### src/rtl/rotshift_pkg.sv
// Package: shared types for the prefixed rotate/shift unit.
// Assumes: operation field is 3 bits, operand field is 3 bits.
package rotshift_pkg;

    typedef enum logic [2:0] {
        OP_RLC  = 3'd0,
        OP_RRC  = 3'd1,
        OP_RL   = 3'd2,
        OP_RR   = 3'd3,
        OP_SLA  = 3'd4,
        OP_SRA  = 3'd5,
        OP_SWAP = 3'd6,
        OP_SRL  = 3'd7
    } rs_op_e;

    typedef enum logic [1:0] {
        ST_IDLE  = 2'd0,
        ST_READ  = 2'd1,
        ST_WRITE = 2'd2,
        ST_DONE  = 2'd3
    } rs_state_e;

    localparam logic [2:0] SRC_MEM = 3'd6;
    localparam logic [2:0] SRC_ACC = 3'd7;

endpackage

### src/rtl/rotshift_decode.sv
// Module: opcode decoder.
// Splits the secondary opcode into operation and operand fields and
// flags which operand forms this unit accepts.
// Assumes: only the page with bits 7:6 == 00 belongs to this unit.
module rotshift_decode
    import rotshift_pkg::*;
(
    input  logic [7:0] opcode,
    output rs_op_e     op,
    output logic       is_acc,
    output logic       is_mem
);

    logic page_ok;

    // Field extraction and operand classification.
    always_comb begin
        page_ok = (opcode[7:6] == 2'b00);
        op      = rs_op_e'(opcode[5:3]);
        is_acc  = page_ok && (opcode[2:0] == SRC_ACC);
        is_mem  = page_ok && (opcode[2:0] == SRC_MEM);
    end

endmodule

### src/rtl/rotshift_alu.sv
// Module: combinational rotate/shift/swap datapath.
// Produces the result byte and the outgoing carry for one operation.
// Assumes: DATA_W is even so the swap halves are equal.
module rotshift_alu
    import rotshift_pkg::*;
#(
    parameter int DATA_W = 8
) (
    input  rs_op_e              op,
    input  logic [DATA_W-1:0]   din,
    input  logic                cin,
    output logic [DATA_W-1:0]   dout,
    output logic                cout
);

    localparam int HALF = DATA_W / 2;
    localparam int MSB  = DATA_W - 1;

    // Per-operation bit movement and carry selection.
    always_comb begin
        dout = din;
        cout = 1'b0;
        unique case (op)
            OP_RLC:  begin dout = {din[MSB-1:0], din[MSB]}; cout = din[MSB]; end
            OP_RRC:  begin dout = {din[0], din[MSB:1]};     cout = din[0];   end
            OP_RL:   begin dout = {din[MSB-1:0], cin};      cout = din[MSB]; end
            OP_RR:   begin dout = {cin, din[MSB:1]};        cout = din[0];   end
            OP_SLA:  begin dout = {din[MSB-1:0], 1'b0};     cout = din[MSB]; end
            OP_SRA:  begin dout = {din[MSB], din[MSB:1]};   cout = din[0];   end
            OP_SWAP: begin dout = {din[HALF-1:0], din[MSB:HALF]}; cout = 1'b0; end
            OP_SRL:  begin dout = {1'b0, din[MSB:1]};       cout = din[0];   end
            default: begin dout = din; cout = 1'b0; end
        endcase
    end

endmodule

### src/rtl/rotshift_seq.sv
// Module: instruction sequencer.
// Idle -> done for accumulator forms; idle -> read -> write -> done for
// the memory form. Ignores start outside idle and for rejected opcodes.
// Assumes: memory read data is valid one cycle after the read request.
module rotshift_seq
    import rotshift_pkg::*;
(
    input  logic      clk,
    input  logic      rst_n,
    input  logic      start,
    input  logic      is_acc,
    input  logic      is_mem,
    output rs_state_e state,
    output logic      capture,
    output logic      load_res
);

    rs_state_e nxt;

    // Next-state selection.
    always_comb begin
        nxt = state;
        unique case (state)
            ST_IDLE:  if (start && is_acc) nxt = ST_DONE;
                      else if (start && is_mem) nxt = ST_READ;
            ST_READ:  nxt = ST_WRITE;
            ST_WRITE: nxt = ST_DONE;
            ST_DONE:  nxt = ST_IDLE;
            default:  nxt = ST_IDLE;
        endcase
    end

    // Strobes for operand capture and result loading.
    always_comb begin
        capture  = (state == ST_IDLE) && start && (is_acc || is_mem);
        load_res = ((state == ST_IDLE) && start && is_acc) || (state == ST_WRITE);
    end

    // State register.
    always_ff @(posedge clk) begin
        if (!rst_n) state <= ST_IDLE;
        else        state <= nxt;
    end

    // a rejected opcode leaves the sequencer idle.
    a_r10_reject_stays_idle: assert property (@(posedge clk) disable iff (!rst_n)
        (state == ST_IDLE && start && !is_acc && !is_mem) |=> (state == ST_IDLE));

    // the write state is always entered straight from the read state.
    a_r9_write_follows_read: assert property (@(posedge clk) disable iff (!rst_n)
        (state == ST_WRITE) |-> ($past(state) == ST_READ));

endmodule

### src/rtl/rotshift_unit.sv
// Module: top of the prefixed rotate/shift execution unit.
// Captures operands at start, runs one shared datapath either on the
// accumulator (same cycle) or on memory read data (write cycle), and
// registers result and flags in the completion cycle.
// Assumes: synchronous memory port, one-cycle read latency.
module rotshift_unit
    import rotshift_pkg::*;
#(
    parameter int DATA_W = 8,
    parameter int ADDR_W = 16
) (
    input  logic              clk,
    input  logic              rst_n,
    input  logic              start,
    input  logic [7:0]        opcode,
    input  logic [DATA_W-1:0] acc_in,
    input  logic [ADDR_W-1:0] hl_in,
    input  logic              carry_in,
    output logic              busy,
    output logic              done,
    output logic [DATA_W-1:0] result,
    output logic              flag_z,
    output logic              flag_n,
    output logic              flag_h,
    output logic              flag_c,
    output logic [ADDR_W-1:0] mem_addr,
    output logic              mem_rd_en,
    output logic              mem_wr_en,
    output logic [DATA_W-1:0] mem_wdata,
    input  logic [DATA_W-1:0] mem_rdata
);

    rs_op_e            dec_op;
    logic              dec_acc;
    logic              dec_mem;
    rs_state_e         state;
    logic              capture;
    logic              load_res;
    rs_op_e            op_q;
    logic              cin_q;
    logic [ADDR_W-1:0] addr_q;
    rs_op_e            alu_op;
    logic [DATA_W-1:0] alu_in;
    logic              alu_cin;
    logic [DATA_W-1:0] alu_out;
    logic              alu_cout;
    logic              in_write;

    rotshift_decode u_dec (
        .opcode (opcode),
        .op     (dec_op),
        .is_acc (dec_acc),
        .is_mem (dec_mem)
    );

    rotshift_seq u_seq (
        .clk      (clk),
        .rst_n    (rst_n),
        .start    (start),
        .is_acc   (dec_acc),
        .is_mem   (dec_mem),
        .state    (state),
        .capture  (capture),
        .load_res (load_res)
    );

    // Datapath source select: live inputs at start, captured ones in write.
    always_comb begin
        in_write = (state == ST_WRITE);
        alu_op   = in_write ? op_q  : dec_op;
        alu_in   = in_write ? mem_rdata : acc_in;
        alu_cin  = in_write ? cin_q : carry_in;
    end

    rotshift_alu #(.DATA_W(DATA_W)) u_alu (
        .op   (alu_op),
        .din  (alu_in),
        .cin  (alu_cin),
        .dout (alu_out),
        .cout (alu_cout)
    );

    // Operand capture at an accepted start.
    always_ff @(posedge clk) begin
        if (!rst_n) begin
            op_q   <= OP_RLC;
            cin_q  <= 1'b0;
            addr_q <= '0;
        end else if (capture) begin
            op_q   <= dec_op;
            cin_q  <= carry_in;
            addr_q <= hl_in;
        end
    end

    // Result and flag registers, updated only on completion.
    always_ff @(posedge clk) begin
        if (!rst_n) begin
            result <= '0;
            flag_z <= 1'b0;
            flag_c <= 1'b0;
        end else if (load_res) begin
            result <= alu_out;
            flag_z <= (alu_out == '0);
            flag_c <= alu_cout;
        end
    end

    // Port decode from the sequencer state.
    always_comb begin
        busy      = (state != ST_IDLE);
        done      = (state == ST_DONE);
        mem_rd_en = (state == ST_READ);
        mem_wr_en = in_write;
        mem_addr  = addr_q;
        mem_wdata = alu_out;
        flag_n    = 1'b0;
        flag_h    = 1'b0;
    end

    // completion is a single-cycle pulse.
    a_r8_done_single: assert property (@(posedge clk) disable iff (!rst_n)
        done |=> !done);

    // write-back targets the address that was read.
    a_r9_same_address: assert property (@(posedge clk) disable iff (!rst_n)
        mem_wr_en |-> ($past(mem_rd_en) && mem_addr == $past(mem_addr)));

    // zero flag agrees with the completed result.
    a_r7_zero_matches: assert property (@(posedge clk) disable iff (!rst_n)
        done |-> (flag_z == (result == '0)));

    // a completed SWAP leaves carry cleared.
    a_r6_swap_no_carry: assert property (@(posedge clk) disable iff (!rst_n)
        (done && $past(load_res) && $past(alu_op) == OP_SWAP) |-> !flag_c);

endmodule

### config.mk
export PLATFORM = sky130hd
export DESIGN_NAME = rotshift_unit
export DESIGN_NICKNAME = d
export VERILOG_FILES = /design/src/rtl/rotshift_pkg.sv /design/src/rtl/rotshift_decode.sv /design/src/rtl/rotshift_alu.sv /design/src/rtl/rotshift_seq.sv /design/src/rtl/rotshift_unit.sv
export SDC_FILE = /design/constraint.sdc
export NUM_CORES = 1
export LEC_CHECK = 0
export BUFFER_PORTS_ARGS = -buffer_cell sky130_fd_sc_hd__buf_4
export CORE_ASPECT_RATIO = 2
export CORE_MARGIN = 10
export CORE_UTILIZATION = 27
export CTS_CLUSTER_SIZE = 30
export DETAILED_ROUTE_END_ITERATION = 16
export GPL_TIMING_DRIVEN = 0
export HOLD_SLACK_MARGIN = 0.05
export PLACE_DENSITY_LB_ADDON = 0.2
export SLEW_MARGIN = 10
export SYNTH_ARGS = -nofsm -noshare
export SYNTH_HDL_FRONTEND = slang
export SYNTH_HIERARCHICAL = 1
export SYNTH_SLANG_ARGS = --single-unit
### constraint.sdc
create_clock -name clk -period 2.7 [get_ports clk]
set_input_delay 0.405 -clock clk [delete_from_list [all_inputs] [get_ports clk]]
set_output_delay 0.405 -clock clk [all_outputs]
set_load 0.03 [all_outputs]
* After elaboration in Yosys (flattened, before gate mapping)
Cells that the tools add are included.
** Cells by class
- Equality and inequality tests :: 13
- Mux-type cells :: 8
- Reduce and logical (&&, ||, !) cells :: 16
** Operators by type and width (count)
- $pmux W8 S8 :: 1
- $eq A3 B3 Y1 const B :: 6
- $logic_not A8 Y1 :: 1
- $mux W8 :: 1
- $pmux W2 S4 :: 1
- $logic_and A1 B1 Y1 :: 7
- $eq A3 B2 Y1 const B :: 2
- $eq A2 B2 Y1 const B :: 2
- $logic_not A2 Y1 :: 2
- $mux W2 :: 2
- $reduce_or A4 Y1 :: 1
- $eq A3 B1 Y1 const B :: 1
- $logic_not A3 Y1 :: 1
- $mux W3 :: 1
- $ne A3 B1 Y1 const B :: 1
- $pmux W1 S3 :: 1
- $reduce_or A3 Y1 :: 1
- $eq A2 B1 Y1 const B :: 1
- $logic_or A1 B1 Y1 :: 2
- $reduce_bool A2 Y1 :: 1
- $mux W1 :: 1
** Storage, ports and cells
- Flip-flop bits (word level) :: 32
- Bits of input ports :: 44
- Output and inout port bits :: 40
- Logic and storage cells :: 44

* Depth between registers and ports, before layout
- Depth after elaboration :: 6
- Mapped depth :: 9

* Modules after synthesis
The synthesis kept the hierarchy.
** By module, submodules not included
- rotshift_unit :: times used 1, cells an instance 118, area an instance 1381.3 µm², sequential area each 600.6 µm²
- rotshift_alu :: times used 1, cells an instance 33, area an instance 222.7 µm², sequential area each 0.0 µm²
- rotshift_seq :: times used 1, cells an instance 19, area an instance 171.4 µm², sequential area each 40.0 µm²
- rotshift_decode :: times used 1, cells an instance 6, area an instance 45.0 µm², sequential area each 0.0 µm²

* Worst setup path before layout
No wires, ideal clock.
- Kind :: reg2reg
- Start point :: register u_seq.state[1]
- End point :: register flag_z
- Setup time :: 0.116 ns
- Arrival time :: 2.620 ns
- Required time :: 2.584 ns
- Path slack :: -0.036 ns
- Stages on the path, launching flop included :: 9
- Period minus slack after synthesis :: 2.736 ns
- Path through :: dfxtp_1 -> nor2b_4 -> buf_12 -> mux2_4 -> clkbuf_1 -> clkbuf_1 -> o21ai_0 -> nor4_1 -> a41o_1
** Between the ends
- Word-level cells in the longest chain between the ends :: 5
** RTL lines
- from (decl) :: line rotshift_seq.sv:13 : output rs_state_e state,
- from (signal assigned) :: line rotshift_seq.sv:42 : else state <= nxt;
- $eq A2 B2 Y1 (*) :: line rotshift_unit.sv:69 : in_write = (state == ST_WRITE);
- named net mem_wr_en :: line rotshift_unit.sv:28 : output logic mem_wr_en,
- $mux W3 (*) :: line rotshift_unit.sv:70 : alu_op = in_write ? op_q : dec_op;
- named net alu_op[0] :: line rotshift_unit.sv:42 : rs_op_e alu_op;
- $eq A3 B3 Y1, or another cell as far along :: line rotshift_alu.sv:23 : unique case (op)
- $pmux W8 S8 (*) :: line rotshift_alu.sv:23
- named net mem_wdata[1] :: line rotshift_unit.sv:29 : output logic [DATA_W-1:0] mem_wdata,
- $logic_not A8 Y1 (*) :: line rotshift_unit.sv:104 : flag_z <= (alu_out == '0);
- to (signal assigned) :: line rotshift_unit.sv:104
- to (decl) :: line rotshift_unit.sv:22 : output logic flag_z,
The timed path passes the listed nets; every way through them passes the cells marked *.
A chain may end at the register's enable or synchronous reset.

* Final worst setup path
- Start point :: register u_seq.state[1]
- End point :: output port mem_wdata[7]
** Between the ends
- Word-level cells in the longest chain between the ends :: 4
** RTL lines (line)
- $eq A2 B2 Y1 (*) :: rotshift_unit.sv:69
- $mux W3 (*) :: rotshift_unit.sv:70
- named net alu_op[1] :: rotshift_unit.sv:42
- $eq A3 B3 Y1, or another cell as far along :: rotshift_alu.sv:23
- $pmux W8 S8 (*) :: rotshift_alu.sv:23
- to (decl) :: rotshift_unit.sv:29
Marked as above.

==> flow_summary.json <==
{
  "slowest_delay_ps": 370,
  "drive_above_1_share": 0.464,
  "ant_nets": 0,
  "core_mm2": 0.00657,
  "syn_avg_cell_area_um2": 10.3,
  "area_growth_syn_to_layout_pct": 47.8,
  "yosys_register_bits": 32,
  "place_ws_ps": -10.9,
  "fin_crit_sh": 0.954,
  "vias_per_cell": 4.37,
  "min_path_type": "primary input to flip-flop",
  "post-route-min-period_ps": 2570,
  "syn-instance-count": 176,
  "rsz0062_at_grt": "no",
  "outcome": "finished, final reports clean",
  "n_antenna_cell": 0,
  "yosys.area.top_type_share": 0.352,
  "hold_buffers": 0,
  "grt_pass1_wl_mm": 8.52,
  "cts_buffers": 5,
  "synth_area_leaders": "dfxtp_1, mux2i_1, nor2b_1",
  "start_kind": "flip-flop",
  "dieArea_mm2": 0.0106,
  "grt_max_degree": 11,
  "io_pins": 84,
  "worst_slack_ps": 125,
  "first_pass_iters": 4,
  "wl_mm": 5.45,
  "ctsHtreeMaxLevel": 2,
  "antenna_found_initial": 0,
  "grt_pass1_vias": 1674,
  "hold_viol": 0,
  "crit_chain": "nor2b_4, buf_12, mux2_4, nand2_8, mux2_4, o21a_1, buf_4",
  "start_util": 0.277,
  "cts-root-buf": "clkbuf_16",
  "drtIter0Drc": 24,
  "crit_path_max_fanout": 10,
  "seq_area_frac_synth": 0.352,
  "dp_hpwl_mm": 4.47,
  "cp-end-kind": "primary output",
  "cpMostUsedCell": "mux2_4",
  "finalSetupTns_ps": 0,
  "crit_arrival_ps": 2170,
  "drv_cap": 0,
  "cts_tree": "built",
  "die_x_um": 78.1,
  "finalSetupViolCount": 0,
  "die_height_um": 136,
  "skew_ps": 4.12,
  "power_mw": 2.30,
  "clockBufferDepth": 2,
  "drc": 0,
  "criticalPathCategory": "flip-flop to primary output",
  "clkSinkCount": 32,
  "synth_ff_type": "dfxtp_1",
  "vias": 1535,
  "rows": 42,
  "portBuffers": 78,
  "ir_worst_vdd_v": 0.000370,
  "final_cell_area_mm2": 0.00269,
  "gr-total-overflow": 0,
  "power.leakage_nw": 1.19,
  "fin_nets": 309,
  "cp_slowest_cell": "dfxtp_2",
  "ys_types": 34,
  "synth_top_cell_by_area": "dfxtp_1",
  "fin_util": 0.410,
  "dpl_cell_area_mm2": 0.00252,
  "crit_required_ps": 2300,
  "grt_util_all_layers": 0.102,
  "routedWlPerCell_um": 15.5,
  "synth_edf_count": 0,
  "fmax_mhz": 388,
  "powerDensity_mw_per_mm2": 856,
  "gp_congestion": 0.714,
  "ys_warn_count": 6,
  "synthArstFlopShare": 0,
  "clk_pin_slew_worst_paths_ps": 50,
  "slew_viol_final": 0,
  "clk_latency_ps": 270,
  "netlist_area_mm2": 0.00182
}
==> metrics by stage <==
step | instances | hold WS, ps
2_1_floorplan | 177 | 477
3_3_place_gp | 343 | 495
3_5_place_dp | 343 | 507
4_1_cts | 351 | 385
5_1_grt | 351 | 399
6_report | 351 | 389
==> path summary, 6_finish.rpt <==
| path | start | end | slack [ps] | depth (start not counted) |
|---|---|---|---|---|
| setup reg to reg | u_seq/state[1] | flag_z | 420 | 8 |
| setup / recovery | u_seq/state[1] | mem_wdata[7] | 130 | 7 |
| hold reg to reg | result[3] | result[3] | 510 | 2 |
| hold / removal | hl_in[7] | mem_addr[7] | 390 | 3 |
==> metal layers <==
| layer | track usage | vias up | share of wire |
|---|---|---|---|
| met1 | 0.0946 | 704 | 0.34 |
| li1 | - | 776 | - |
| met2 | 0.194 | 45 | 0.58 |
| met5 | 0 | - | 0 |
| met3 | 0.0278 | 10 | 0.050 |
| met4 | 0.0531 | 0 | 0.025 |
==> logic make-up (layout without fill, tap and decap cells) <==
family,after synthesis,count (layout),share of synthesized area
flip-flops,32,32,0.352
AO/OA/AOI/OAI,18,18,0.0667
AND/OR/NAND/NOR,53,53,0.182
other,1,2,0.00206
buffers and inverters,17,103,0.0605
adder cells (fa/ha/maj),3,3,0.0206
multiplexers,52,52,0.316
==> registers in the layout, indices dropped and copies added, names as in the netlist <==
register     flops
mem_addr        16
flag_c           1
op_q             3
u_seq/state      2
cin_q            1
flag_z           1
result           8
==> power by group <==
group | leakage, nW | switching (mW) | internal, mW | total (mW)
combinational | 0.854 | 0.657 | 0.525 | 1.18
sequential | 0.259 | 0.0393 | 0.522 | 0.562
clock | 0.0766 | 0.197 | 0.363 | 0.560
==> synth_stat cells, types with 2 or more instances <==
master    number
a31oi_1        2
buf_4          8
clkbuf_1       5
dfxtp_1       32
ha_1           3
inv_1          3
mux2_2         4
mux2_4        10
mux2i_1       38
nand2_1        9
nor2b_1       30
nor4_1         2
o21ai_0        9
==> layout make-up <==
cell class	instances	area, um^2
fill	681	3880
multi-input combinational	128	1090
sequential	32	642
timing repair buffer	79	593
clock buffer	6	139
tap	88	110
buffer	13	96.3
inverter	3	11.3
clock inverter	2	10.0
==> cell usage in the layout (no fill, tap or decap), types with 2 or more instances in the layout <==
cell       count
buf_4         87
conb_1         2
nand2_1        9
a31oi_1        2
ha_1           3
o21ai_2        3
mux2_4        10
nor2b_1       30
clkbuf_16      5
o21ai_0        4
mux2_2         4
inv_1          3
nor4_1         2
o21ai_1        3
clkinv_2       2
mux2i_1       38
clkbuf_1       3
dfxtp_1       31
==> critical path: cells and delay by family, from the launching register on <==
family                 cells  cell delay, ps
buffers and inverters      2             330
DFF                        1             370
and+or+nand+nor            2             320
AOI/OAI and AO/OA          1             210
muxes                      2             660
==> repair_timing <==
item / CTS / global route
gates resized for setup: 7 / 2
setup buffers: 1 / 0
gates cloned: 0 / 0
setup endpoints to repair: 7 / 3
(Power assumes the default switching activity.)
